`config.mk`:
```
export PLATFORM = sky130hd
export DESIGN_NAME = irq_pair_ctrl
export DESIGN_NICKNAME = d
export VERILOG_FILES = /design/src/rtl/irq_pair_pkg.sv /design/src/rtl/irq_pair_decode.sv /design/src/rtl/irq_pair_regs.sv /design/src/rtl/irq_pair_arb.sv /design/src/rtl/irq_pair_ctrl.sv
export SDC_FILE = /design/constraint.sdc
export NUM_CORES = 1
export LEC_CHECK = 0
export ABC_AREA = 1
export BUFFER_PORTS_ARGS = -buffer_cell sky130_fd_sc_hd__buf_2
export CORE_MARGIN = 2
export CORE_UTILIZATION = 59
export DETAILED_ROUTE_END_ITERATION = 10
export PLACE_DENSITY = 0.85
export REMOVE_ABC_BUFFERS = 1
export SYNTH_ARGS = -nofsm -noshare
export SYNTH_HDL_FRONTEND = slang
export SYNTH_SLANG_ARGS = --single-unit
```
`constraint.sdc`:
```
create_clock -name clk -period 9 [get_ports clk]
set_input_delay 2.7 -clock clk [delete_from_list [all_inputs] [get_ports clk]]
set_output_delay 2.7 -clock clk [all_outputs]
set_load 0.1 [all_outputs]
```
`src/rtl/irq_pair_pkg.sv`:
```
package irq_pair_pkg;
  parameter int NUM_PAIRS = 4;
  localparam int NUM_CH   = 2 * NUM_PAIRS;
  localparam int IDX_W    = $clog2(NUM_CH);
  localparam int DATA_W   = NUM_CH;
  localparam int PRIO_W   = 2 * NUM_PAIRS;
  localparam int LVL_W    = 3;
  localparam int SEL_W    = 2;

  typedef enum logic [SEL_W-1:0] {
    SEL_PEND = 2'd0,
    SEL_MASK = 2'd1,
    SEL_PRIO = 2'd2,
    SEL_NONE = 2'd3
  } regSel_e;

  typedef struct packed {
    logic             pendWr;
    logic             maskWr;
    logic             prioWr;
    logic             ackValid;
    logic [IDX_W-1:0] ackIdx;
  } ctrlStrobes_t;
endpackage

```
`src/rtl/irq_pair_decode.sv`:
```
module irq_pair_decode
  import irq_pair_pkg::*;
(
  input  logic             clk,
  input  logic             rstN,
  input  logic [SEL_W-1:0] regSel,
  input  logic             regWrEn,
  input  logic             ackValid,
  input  logic [IDX_W-1:0] ackIdx,
  output ctrlStrobes_t     strobes
);
  always_comb begin
    strobes          = '0;
    strobes.ackValid = ackValid;
    strobes.ackIdx   = ackIdx;
    if (regWrEn) begin
      case (regSel_e'(regSel))
        SEL_PEND: strobes.pendWr = 1'b1;
        SEL_MASK: strobes.maskWr = 1'b1;
        SEL_PRIO: strobes.prioWr = 1'b1;
        default:  ;
      endcase
    end
  end

  // at most one register is written per cycle; unused select writes nothing
  assert_one_write_R2: assert property (@(posedge clk) disable iff (!rstN)
    $onehot0({strobes.pendWr, strobes.maskWr, strobes.prioWr}));
  assert_unused_sel_R2: assert property (@(posedge clk) disable iff (!rstN)
    (regSel == SEL_NONE) |-> !(strobes.pendWr || strobes.maskWr || strobes.prioWr));
endmodule

```
`src/rtl/irq_pair_regs.sv`:
```
module irq_pair_regs
  import irq_pair_pkg::*;
(
  input  logic              clk,
  input  logic              rstN,
  input  ctrlStrobes_t      strobes,
  input  logic [DATA_W-1:0] wrData,
  input  logic [SEL_W-1:0]  regSel,
  input  logic [NUM_CH-1:0] trigStrobe,
  output logic [NUM_CH-1:0] pending,
  output logic [NUM_CH-1:0] mask,
  output logic [PRIO_W-1:0] prio,
  output logic [DATA_W-1:0] rdData
);
  logic [NUM_CH-1:0] ackVec;
  logic [NUM_CH-1:0] swBase;
  logic [NUM_CH-1:0] swSet;
  logic [NUM_CH-1:0] pendNext;

  always_comb begin
    ackVec   = strobes.ackValid ? (NUM_CH'(1) << strobes.ackIdx) : '0;
    swBase   = strobes.pendWr ? wrData[NUM_CH-1:0] : pending;
    swSet    = strobes.pendWr ? wrData[NUM_CH-1:0] : '0;
    pendNext = (swBase & ~ackVec) | swSet | trigStrobe;
  end

  always_ff @(posedge clk or negedge rstN) begin
    if (!rstN) begin
      pending <= '0;
      mask    <= '0;
      prio    <= '1;
    end else begin
      pending <= pendNext;
      if (strobes.maskWr) mask <= wrData[NUM_CH-1:0];
      if (strobes.prioWr) prio <= wrData[PRIO_W-1:0];
    end
  end

  always_comb begin
    case (regSel_e'(regSel))
      SEL_PEND: rdData = DATA_W'(pending);
      SEL_MASK: rdData = DATA_W'(mask);
      SEL_PRIO: rdData = DATA_W'(prio);
      default:  rdData = '0;
    endcase
  end

  // every strobed channel is pending after the edge
  assert_trig_sets_R3: assert property (@(posedge clk) disable iff (!rstN)
    (trigStrobe != '0) |=> ((pending & $past(trigStrobe)) == $past(trigStrobe)));
  // an uncontested acknowledge leaves its bit cleared
  assert_ack_clears_R5: assert property (@(posedge clk) disable iff (!rstN)
    (strobes.ackValid && !trigStrobe[strobes.ackIdx]
     && !(strobes.pendWr && wrData[strobes.ackIdx]))
    |=> (((pending >> $past(strobes.ackIdx)) & NUM_CH'(1)) == '0));
  // bits untouched by any source keep their value
  assert_ack_isolated_R5: assert property (@(posedge clk) disable iff (!rstN)
    (strobes.ackValid && !strobes.pendWr && trigStrobe == '0)
    |=> ((pending | (NUM_CH'(1) << $past(strobes.ackIdx)))
         == ($past(pending) | (NUM_CH'(1) << $past(strobes.ackIdx)))));
  // priority register idles until written
  assert_prio_stable_R1: assert property (@(posedge clk) disable iff (!rstN)
    !strobes.prioWr |=> $stable(prio));
endmodule

```
`src/rtl/irq_pair_arb.sv`:
```
module irq_pair_arb
  import irq_pair_pkg::*;
(
  input  logic              clk,
  input  logic              rstN,
  input  logic [NUM_CH-1:0] pending,
  input  logic [NUM_CH-1:0] mask,
  input  logic [PRIO_W-1:0] prio,
  input  logic              globalEn,
  output logic              irqReq,
  output logic [IDX_W-1:0]  irqIdx
);
  logic [NUM_CH-1:0] eligible;
  logic [LVL_W-1:0]  chLvl [NUM_CH];
  logic              found;
  logic [LVL_W-1:0]  bestLvl;
  logic [IDX_W-1:0]  bestIdx;

  assign eligible = pending & mask & {NUM_CH{globalEn}};

  for (genvar g = 0; g < NUM_CH; g++) begin : g_lvl
    localparam int PAIR = g / 2;
    localparam logic SUB = ((g % 2) == 1);
    assign chLvl[g] = {prio[2*PAIR+1], prio[2*PAIR], SUB};
  end

  always_comb begin
    found   = 1'b0;
    bestLvl = '1;
    bestIdx = '0;
    for (int i = 0; i < NUM_CH; i++) begin
      if (eligible[i] && (!found || chLvl[i] < bestLvl)) begin
        found   = 1'b1;
        bestLvl = chLvl[i];
        bestIdx = IDX_W'(i);
      end
    end
  end

  always_ff @(posedge clk or negedge rstN) begin
    if (!rstN) begin
      irqReq <= 1'b0;
      irqIdx <= '0;
    end else begin
      irqReq <= found;
      irqIdx <= bestIdx;
    end
  end

  // global disable suppresses the request on the next cycle
  assert_global_off_R7: assert property (@(posedge clk) disable iff (!rstN)
    !globalEn |=> !irqReq);
  // a granted channel was eligible when chosen
  assert_grant_eligible_R7: assert property (@(posedge clk) disable iff (!rstN)
    irqReq |-> ((($past(eligible) >> irqIdx) & NUM_CH'(1)) != '0));
  // any eligible channel yields a request one edge later
  assert_req_follows_R9: assert property (@(posedge clk) disable iff (!rstN)
    (eligible != '0) |=> irqReq);
  // no request implies index zero
  assert_idle_idx_R7: assert property (@(posedge clk) disable iff (!rstN)
    !irqReq |-> (irqIdx == '0));
endmodule

```
`src/rtl/irq_pair_ctrl.sv`:
```
module irq_pair_ctrl
  import irq_pair_pkg::*;
(
  input  logic              clk,
  input  logic              rstN,
  input  logic [NUM_CH-1:0] trigStrobe,
  input  logic              globalEn,
  input  logic [SEL_W-1:0]  regSel,
  input  logic              regWrEn,
  input  logic [DATA_W-1:0] regWrData,
  output logic [DATA_W-1:0] regRdData,
  input  logic              ackValid,
  input  logic [IDX_W-1:0]  ackIdx,
  output logic              irqReq,
  output logic [IDX_W-1:0]  irqIdx
);
  ctrlStrobes_t      strobes;
  logic [NUM_CH-1:0] pending;
  logic [NUM_CH-1:0] mask;
  logic [PRIO_W-1:0] prio;

  irq_pair_decode u_decode (
    .clk     (clk),
    .rstN    (rstN),
    .regSel  (regSel),
    .regWrEn (regWrEn),
    .ackValid(ackValid),
    .ackIdx  (ackIdx),
    .strobes (strobes)
  );

  irq_pair_regs u_regs (
    .clk       (clk),
    .rstN      (rstN),
    .strobes   (strobes),
    .wrData    (regWrData),
    .regSel    (regSel),
    .trigStrobe(trigStrobe),
    .pending   (pending),
    .mask      (mask),
    .prio      (prio),
    .rdData    (regRdData)
  );

  irq_pair_arb u_arb (
    .clk     (clk),
    .rstN    (rstN),
    .pending (pending),
    .mask    (mask),
    .prio    (prio),
    .globalEn(globalEn),
    .irqReq  (irqReq),
    .irqIdx  (irqIdx)
  );
endmodule

```
# Word-level counts from Yosys, hierarchy flattened
# Index checks and enable logic that the tools add are counted.
totals:
  memories: 0
  inputBits: 26
  wordCells: 73
  mem_bits_rw: 0
  romBits: 0
  output_inout_bits: 12
  ff_bits: 28
  latch_bits: 0
classes:
  n_mux: 30
  add_sub_neg: 0
  div: 0
  n_eq_ne: 2
  shifts: 1
  multipliers: 0
  n_lt_le_gt_ge: 7
  bitwise_logic: 6
  n_reduce_logical: 22
ops:
  columns: ["operator", "count"]
  rows:
  - ["two-way mux 3 bit", 12]
  - ["bitwise AND 8 bit", 3]
  - ["two-way mux 8 bit", 3]
  - ["one-hot mux 8 bit (3 select lines)", 1]
  - ["< comparator 3 bit", 7]
  - ["OR 8 bit", 2]
  - ["two-way mux 1 bit", 12]
  - ["NOT 8 bit", 1]
  - ["<< shifter 1 x 3 -> 8 bit (first input constant)", 1]
  - ["logical AND 1 bit", 7]
  - ["zero test 1 bit", 7]
  - ["logical OR 1 bit", 7]
  - ["two-way mux 2 bit", 2]
  - ["equality test 2 x 1 -> 1 bit (second input constant)", 1]
  - ["equality test 2 bit (second input constant)", 1]
  - ["zero test 2 bit", 1]

# Depth between registers and ports, before layout
# Gate-level depths: netlist of run 1.
depth:
  depth_word: 31
  mapped_depth: 49
  ltp_nobuf: 49

# Modules after synthesis
# A second synthesis of run 1 with hierarchy kept.
unflattened:
  cells_unflattened: 299
  area_unflattened_um2: 2019.4
modules_own_cells:
  columns: ["module", "area_per_inst_um2", "seq_area_each_um2", "cells_each", "instances"]
  rows:
  - ["irq_pair_regs", 1222.4, 610.6, 171, 1]
  - ["irq_pair_arb", 740.7, 100.1, 117, 1]
  - ["irq_pair_decode", 56.3, 0.0, 11, 1]

# Least setup slack after synthesis of run 1
# Ideal clock, no wire load.
synth_path:
  path_type: "input -> register"
  from: "input globalEn"
  to: "register u_arb.irqIdx[0]"
  arrival_time_ps: 7338
  path_stages: 40
  setup_time_ps: 117
  required_ps: 8883
  n_path_buf: 0
  slack_ps: 1545
  path_cell_list: "nand3_1 nand2_1 inv_1 nor2_1 ha_1 a21o_1 nand2_2 nand2_4 o21ai_0 ha_1 nand2_1 nand2_1 nand2_2 nand2_4 o21ai_0 ha_1 a21oi_1 nand2_2 (+4 left out) nand2_1 nand2_1 nand2_2 nand2_4 o21ai_0 ha_1 a21oi_1 nand2_2 nand2_2 nand2_4 nand2_1 o21ai_1 ha_1 nand2_1 nand2_1 nand2_1 nand2_2 nand2_1"
synth_between:
  elab_chain_len: 30
  elab_cells_between_ends: 50
  classes_between: "7 x order compare; 21 x mux; 1 x bitwise; 21 x reduce/logical"
synth_rtl:
  columns: ["element", "line_no", "text"]
  rows:
  - ["start, declared", "irq_pair_ctrl.sv:7", "input logic globalEn,"]
  - ["bitwise AND 8 bit *", "irq_pair_arb.sv:19", "assign eligible = pending & mask & {NUM_CH{globalEn}};"]
  - ["two-way mux 3 bit or two-way mux 1 bit (tied branches)", "irq_pair_arb.sv:32", "if (eligible[i] && (!found || chLvl[i] < bestLvl)) begin"]
  - ["< comparator 3 bit or zero test 1 bit (tied branches)", "irq_pair_arb.sv:32", null]
  - ["logical OR 1 bit", "irq_pair_arb.sv:32", null]
  - ["logical AND 1 bit", "irq_pair_arb.sv:32", null]
  - ["two-way mux 3 bit or two-way mux 1 bit (tied branches)", "irq_pair_arb.sv:32", null]
  - ["< comparator 3 bit or zero test 1 bit (tied branches)", "irq_pair_arb.sv:32", null]
  - ["logical OR 1 bit", "irq_pair_arb.sv:32", null]
  - ["(+15 left out)", null, null]
  - ["logical OR 1 bit", "irq_pair_arb.sv:32", null]
  - ["logical AND 1 bit", "irq_pair_arb.sv:32", null]
  - ["two-way mux 3 bit or two-way mux 1 bit (tied branches)", "irq_pair_arb.sv:32", null]
  - ["< comparator 3 bit or zero test 1 bit (tied branches)", "irq_pair_arb.sv:32", null]
  - ["logical OR 1 bit", "irq_pair_arb.sv:32", null]
  - ["logical AND 1 bit", "irq_pair_arb.sv:32", null]
  - ["two-way mux 3 bit *", "irq_pair_arb.sv:32", null]
  - ["via u_arb.bestIdx[0]", "irq_pair_arb.sv:17", "logic [IDX_W-1:0] bestIdx;"]
  - ["end signal, assigned", "irq_pair_arb.sv:46", "irqIdx <= bestIdx;"]
  - ["end, declared", "irq_pair_arb.sv:11", "output logic [IDX_W-1:0] irqIdx"]
# The timed path passes the listed nets; every way through them passes the cells marked *.
# A chain may end at the register's enable or synchronous reset.

# Worst setup path in the final report of run 1
layout_path:
  from: "input globalEn"
  to: "register u_arb.irqIdx[1]"
# The elaborated chain is that of the path after synthesis.

==> results.md, run 1 <==
| Group | Parameter | Reported |
|---|---|---|
| status | Outcome | complete, no violations |
| clock network | Clock slew at the register clock pins of the worst setup and hold paths | 0.15 ns |
| critical path | Kind of launch point of the worst setup path | input pin |
| synthesis | Distinct cell type count of the synthesized netlist | 26 |
| sta | Number of hold violations in the final report | 0 |
| die | Area of the core | 3050 µm² |
| placement | Post-detailed-placement half-perimeter wirelength | 3.25 mm |
| cells and area | Final design utilization | 70.9% |
| clock network | Number of buffers inserted during clock tree synthesis | 3 |
| synthesis | Synthesized flop and latch total | 28 |
| clock network | Count of hold buffers inserted by post-cts repair | 0 |
| synthesis | Instance count of the mapped netlist | 257 |
| sta | Max-slew headroom at the worst pin | 39.3% |
| cells and area | Finished layout cell area | 2170 µm² |
| sta | Fmax | 0.127 GHz |
| routing | Via total after detailed routing | 1764 |
| synthesis | Yosys warning count | 0 |
| clock network | Post-CTS Resized | 0 |
| global routing | Vias in the first global route | 1670 |
| die | Site row count | 20 |
| global routing | Largest net degree at the start of global routing | 29 |
| synthesis | Seq/Total Area, Yosys | 37.4% |
| routing | Drt via density | 5.20 |
| sta | Setup repair after global routing missed its margin | false |
| critical path | Termination of the worst setup path | u_arb.irqIdx[1] |
| power | Power per cell area | 207 nW/µm² |
| synthesis | Mean cell area of the mapped netlist | 7.40 µm² |
| sta | Post-route setup TNS | 0 ns |
| die | Horizontal die dimension | 60.8 µm |
| cells and area | Sequential Area | 711 µm² |
| clock network | Master cell of the clock root buffer | clkbuf_4 |
| critical path | FF-to-FF path depth | 42 |
| die | Starting density of the core | 62.3% |
| clock network | Post-CTS setup repair buffer count | 0 |
| sta | Final critical-path share of the clock period | 87.6% |
| synthesis | Async set or reset register ratio after synthesis | 100% |
| critical path | Crit path from | globalEn |
| critical path | Worst endpoint data arrival time | 8.13 ns |
| cells and area | Diode count | 0 |
| run | Max-cap violation count | 0 |
| synthesis | Count of flip-flops with a built-in enable after synthesis | 0 |
| critical path | Setup slack of the worst register-to-register path | 3.26 ns |
| clock network | Worst-skew pair later-pin latency | 0.34 ns |
| critical path | Critical Path RT | 9.25 ns |
| min path | Worst hold-check path type | register to register |
| sta | Final hold slack | 0.514 ns |
| power | IR Drop Worst-Case VDD | 0.000131 V |
| critical path | Kind of critical path | input pin to register |
| clock network | TritonCTS clock tree | yes |
| global routing | Remaining global-route overflow | 0 |
| power | Leakage power figure | 0.00119 µW |
| sta | Total setup violations reported at the end of the flow | 0 |
| cells and area | Final net count | 331 |
| sta | Largest clock skew in the final design | 0.00218 ns |
| placement | # port buffers | 37 |
| routing | DR DRC count | 0 |
| global routing | Global router's overall resource usage | 25.7% |
| critical path | Critical-path cell with the highest stage delay | ha_1 |
| clock network | Number of H-tree levels | 1 |
| power | Total design power | 449 µW |
| routing | Detailed Routing Iterations Pass 1 | 4 |
| cells and area | Count of filler cells inserted in the layout | 279 |
| clock network | Buffers from clock root to sink, at most | 2 |
| synthesis | Syn Std Cell Area | 1900 µm² |
| die | Full die area | 3690 µm² |
| critical path | CP max FO | 8 |
| critical path | Critical R2R Launch | u_regs.mask[1] |
| die | Count of boundary I/O pins | 38 |
| clock network | Clock sink total | 28 |
| routing | Detailed Route WL | 4.17 mm |
| cells and area | Multi-input combinational cell area | 1030 µm² |
| sta | Slew at the pin closest to its max-slew limit | 0.908 ns |
| die | Die boundary height | 60.8 µm |
| routing | Remaining antenna violation count | 0 |
| routing | Average detailed-routed wire length per instance | 12.3 µm |
| routing | Iter 0 DRT Violations | 95 |
| synthesis | Most common flop cell mapped by yosys | dfrtp_1 |
| critical path | Most frequent CP cell | nand2_1 |
| placement | Final Wtd Congestion | 0.862 |
| global routing | Wire length of the first global-routing pass | 7.04 mm |
| cells and area | Ratio of cells with drive above 1 in the final layout | 26.4% |
| placement | Placed cell areas | 2130 µm² |
| global routing | Number of antenna violations at the first check in global routing | 0 |
| sta | Minimum period implied by the final worst setup slack | 7.88 ns |
| sta | Count of pins over their slew limit | 0 |
| critical path | Endpoint of the lowest-slack register-to-register path | u_arb.irqIdx[1] |
| critical path | Endpoint kind of the worst setup timing path | register |
| cells and area | Area delta synth->final | 14.0% |
| critical path | Crit-path max cell delay | 0.31 ns |
## flip-flops by register name (all words and copies together) (netlist names)
signal	cells
u_arb.irqIdx	3
u_regs.prio	8
u_regs.pending	8
u_regs.mask	8
u_arb.irqReq	1
## routing by layer
| layer | wire, µm | GRT usage [%] | share of wire, % |
|---|---|---|---|
| met1 | 1920 | 34.0 | 46 |
| met2 | 1980 | 42.4 | 47 |
| met3 | 236 | 3.20 | 5.7 |
| met4 | 46 | 11.5 | 1.1 |
| met5 | 0 | 0 | 0 |
## kinds of logic after synthesis
| family | after synthesis | share of synthesized area [%] |
|---|---|---|
| adder cells (fa/ha/maj) | 9 | 5.93 |
| flip-flops | 28 | 37.4 |
| AND/OR/NAND/NOR | 131 | 32.9 |
| buffers and inverters | 43 | 8.49 |
| AO/OA/AOI/OAI | 46 | 15.3 |
## cell usage after synthesis, types with 2 or more instances
cell type / instances / area share (%)
a211o_1: 8 / 3.7
a21oi_1: 4 / 1.1
clkbuf_1: 3 / 0.59
dfrtp_1: 20 / 26
dfstp_2: 8 / 11
ha_1: 9 / 5.9
inv_1: 38 / 7.5
nand2_1: 67 / 13
nand2_2: 13 / 4.3
nand2_4: 6 / 3.6
nand3_1: 7 / 1.8
nand3_2: 2 / 1.1
nor2_1: 22 / 4.3
nor2_2: 4 / 1.3
nor3_1: 8 / 2.1
o21ai_0: 24 / 6.3
o221ai_1: 5 / 2.3
## worst max-delay path, delay by kind of cell
kind	cells	cell delay, ns
adder cells (fa/ha/maj)	6	1.70
buffers and inverters	2	0.24
AO/OA/AOI/OAI	7	1.39
AND/OR/NAND/NOR	28	2.09
## cell usage in the layout (no fill, tap or decap), drive strengths merged
cell type   n
ha          9
nand3       9
a21o        1
nand2      86
clkinv      1
buf        37
a21oi       4
o21ai      26
dfrtp      20
nor2       26
o211ai      1
dfstp       8
a22oi       1
inv        39
clkbuf      4
o221ai      5
or2         1
a211o       8
nor3        9
## power breakdown
part	internal [µW]	leakage, µW	switching, µW
clock network	24.9	0.0000210	38.4
registers	150	0.000308	15.2
logic	58.3	0.000861	163
## final cells by class
cell class	count	share of cell area [%]
Sequential cell	28	32.8
Inverter	40	6.93
Clock buffer	4	1.68
Multi-Input combinational cell	186	47.5
Tap cell	44	2.54
Timing Repair Buffer	37	8.55
## how the worst min path moves through the flow
| stage | from | end | slack, ns | cells past startpoint |
|---|---|---|---|---|
| after floorplan | u_regs.mask[3] | u_regs.mask[3] | 0.45 | 2 |
| after global placement | u_regs.mask[3] | u_regs.mask[3] | 0.47 | 2 |
| after detailed placement | u_regs.mask[6] | u_regs.mask[6] | 0.48 | 2 |
| after CTS | u_regs.mask[6] | u_regs.mask[6] | 0.52 | 2 |
| after global routing | u_regs.prio[0] | u_regs.prio[0] | 0.55 | 2 |
| final | u_regs.mask[6] | u_regs.mask[6] | 0.51 | 2 |
## per-stage QoR
stage / worst slack [ns] / instances
5_1_grt: 0.532 / 339
3_3_place_gp: 0.835 / 335
6_report: 1.12 / 339
3_5_place_dp: 0.783 / 335
4_1_cts: 1.13 / 339
2_1_floorplan: 1.54 / 254
No activity file was read; power rests on OpenSTA's default activity.
==> inputs of run 2 (changes only) <==
Settings changed: PLACE_DENSITY 0.85 to 0.83.
==> results.md, run 2 (same netlist as run 1, synthesis figures left out) <==
| Group | Parameter | Reported | Delta |
|---|---|---|---|
| die | Full die area | 3690 µm² | unchanged |
| cells and area | Largest registers | u_regs.mask: 8 flops, u_regs.pending: 8 flops, u_regs.prio: 8 flops |  |
| cells and area | Final net count | 331 | unchanged |
| clock network | Clock sink total | 28 | unchanged |
| critical path | Worst endpoint data arrival time | 8.01 ns | -0.12 ns |
| critical path | Kind of launch point of the worst setup path | input pin |  |
| sta | Post-route setup TNS | 0 ns | unchanged |
| critical path | CP max FO | 8 | unchanged |
| clock network | Post-CTS setup repair buffer count | 0 | unchanged |
| cells and area | Most common cell after layout, fill and taps aside | nand2_1 |  |
| clock network | Number of buffers inserted during clock tree synthesis | 3 | unchanged |
| sta | Total setup violations reported at the end of the flow | 0 | unchanged |
| sta | Number of hold violations in the final report | 0 | unchanged |
| routing | Via total after detailed routing | 1754 | -0.57% |
| sta | Setup repair after global routing missed its margin | false |  |
| critical path | Most frequent CP cell | nand2_1 |  |
| die | Starting density of the core | 62.3% | unchanged |
| critical path | Critical-path cell with the highest stage delay | ha_1 |  |
| global routing | Global router's overall resource usage | 25.5% | -0.18 points |
| routing | DR DRC count | 0 | unchanged |
| sta | Slew at the pin closest to its max-slew limit | 0.938 ns | +0.0304 ns |
| cells and area | Count of non-filler cells in the finished layout | 339 | unchanged |
| clock network | Worst-skew pair later-pin latency | 0.33 ns | about the same |
| die | Site row count | 20 | unchanged |
| die | Area of the core | 3050 µm² | unchanged |
| routing | Iter 0 DRT Violations | 70 | -26% |
| clock network | Clock slew at the register clock pins of the worst setup and hold paths | 0.16 ns | about the same |
| cells and area | Diode count | 0 | unchanged |
| min path | Worst hold-check path type | register to register |  |
| power | IR Drop Worst-Case VDD | 0.000113 V | -14% |
| clock network | Count of hold buffers inserted by post-cts repair | 0 | unchanged |
| sta | Largest clock skew in the final design | 0.00448 ns | +0.00230 ns |
| status | Outcome | complete, no violations |  |
| power | Power per cell area | 215 nW/µm² | +3.5% |
| clock network | TritonCTS clock tree | yes |  |
| routing | Drt via density | 5.17 | -0.57% |
| sta | Max-slew headroom at the worst pin | 37.2% | -2.0 points |
| sta | Fmax | 0.129 GHz | +1.5% |
| clock network | Master cell of the clock root buffer | clkbuf_4 |  |
| cells and area | Area delta synth->final | 14.8% |  |
| cells and area | Most used cells in the layout excluding fill and tap cells | 67 x nand2_1, 38 x inv_1, 37 x buf_2 |  |
| run | Max-cap violation count | 0 | unchanged |
| cells and area | Ratio of cells with drive above 1 in the final layout | 26.4% | unchanged |
| critical path | Kind of critical path | input pin to register |  |
| placement | Placed instance count | 335 | unchanged |
| sta | Final hold slack | 0.519 ns | +0.00482 ns |
| global routing | Wire length of the first global-routing pass | 7.11 mm | +0.98% |
| global routing | Vias in the first global route | 1619 | -3.1% |
| sta | Count of pins over their slew limit | 0 | unchanged |
| routing | Detailed Route WL | 4.10 mm | -1.7% |
| critical path | Critical Path RT | 9.25 ns | about the same |
| sta | Minimum period implied by the final worst setup slack | 7.77 ns | -0.114 ns |
| global routing | Largest net degree at the start of global routing | 29 | unchanged |
| placement | # port buffers | 37 | unchanged |
| routing | Average detailed-routed wire length per instance | 12.1 µm | -1.7% |
| sta | Final critical-path share of the clock period | 86.3% | -1.3 points |
| global routing | Remaining global-route overflow | 0 | unchanged |
| routing | Remaining antenna violation count | 0 | unchanged |
| clock network | Buffers from clock root to sink, at most | 2 | unchanged |
| power | Leakage power figure | 0.00120 µW | +0.58% |
| global routing | Number of antenna violations at the first check in global routing | 0 | unchanged |
| critical path | Endpoint kind of the worst setup timing path | register |  |
| placement | Final Wtd Congestion | 0.833 | -3.4% |
| die | Count of boundary I/O pins | 38 | unchanged |
| clock network | Number of H-tree levels | 1 | unchanged |
| die | Horizontal die dimension | 60.8 µm | unchanged |
| critical path | Crit-path max cell delay | 0.30 ns | about the same |
| clock network | Post-CTS Resized | 0 | unchanged |
| placement | Post-detailed-placement half-perimeter wirelength | 3.23 mm | -0.81% |
| routing | Detailed Routing Iterations Pass 1 | 4 | unchanged |
| die | Die boundary height | 60.8 µm | unchanged |
-- run 2: metrics by stage --
step	utilization [%]	total power, µW	worst slack (ns)	instance area (µm²)
after floorplan	-	346	1.54	1890
after global placement	69.8	383	0.929	2130
after detailed placement	69.8	387	0.832	2130
after CTS	71.5	470	1.21	2180
after global routing	71.5	500	0.547	2180
final	71.5	468	1.23	2180
-- run 2: cell type report --
class / instances / area [µm²]
fill: 279 / 871
tap: 44 / 55.1
clock inverter: 1 / 30.0
clock buffer: 3 / 22.5
timing repair buffer: 37 / 185
multi-input combinational: 186 / 1030
sequential: 28 / 711
inverter: 40 / 150
-- run 2: worst max-delay path, delay by kind of cell --
kind / cells / cell delay (ns)
and+or+nand+nor: 25 / 1.88
AOI/OAI and AO/OA: 8 / 1.51
buffers and inverters: 2 / 0.24
adders and majority gates: 6 / 1.66
-- run 2: power breakdown --
part,internal [µW],total (µW),leakage [µW],switching [µW]
Sequential,150,165,0.000308,15.3
Clock,45.1,83.7,0.0000279,38.6
Combinational,58.3,220,0.000861,161
-- run 2: worst paths after layout --
| kind | start | end | slack, ns | cells after the start |
|---|---|---|---|---|
| max | globalEn | u_arb.irqIdx[0] | 1.23 | 41 |
| min | u_regs.prio[0] | u_regs.prio[0] | 0.52 | 2 |
| max reg2reg | u_regs.mask[1] | u_arb.irqIdx[0] | 3.37 | 40 |
| min reg2reg | u_regs.prio[0] | u_regs.prio[0] | 0.52 | 2 |
| max in group asynchronous | rstN | u_regs.mask[3] | 6.25 | 1 |
| min in group asynchronous | rstN | u_regs.pending[1] | 2.35 | 1 |
-- run 2: layer usage --
layer	GRT usage [%]	up-vias	part of all wire, %
met1	37.9	788	47
met2	39.5	55	46
li1	-	905	-
met5	0	-	0
met3	4.05	6	5.5
met4	5.90	0	0.98
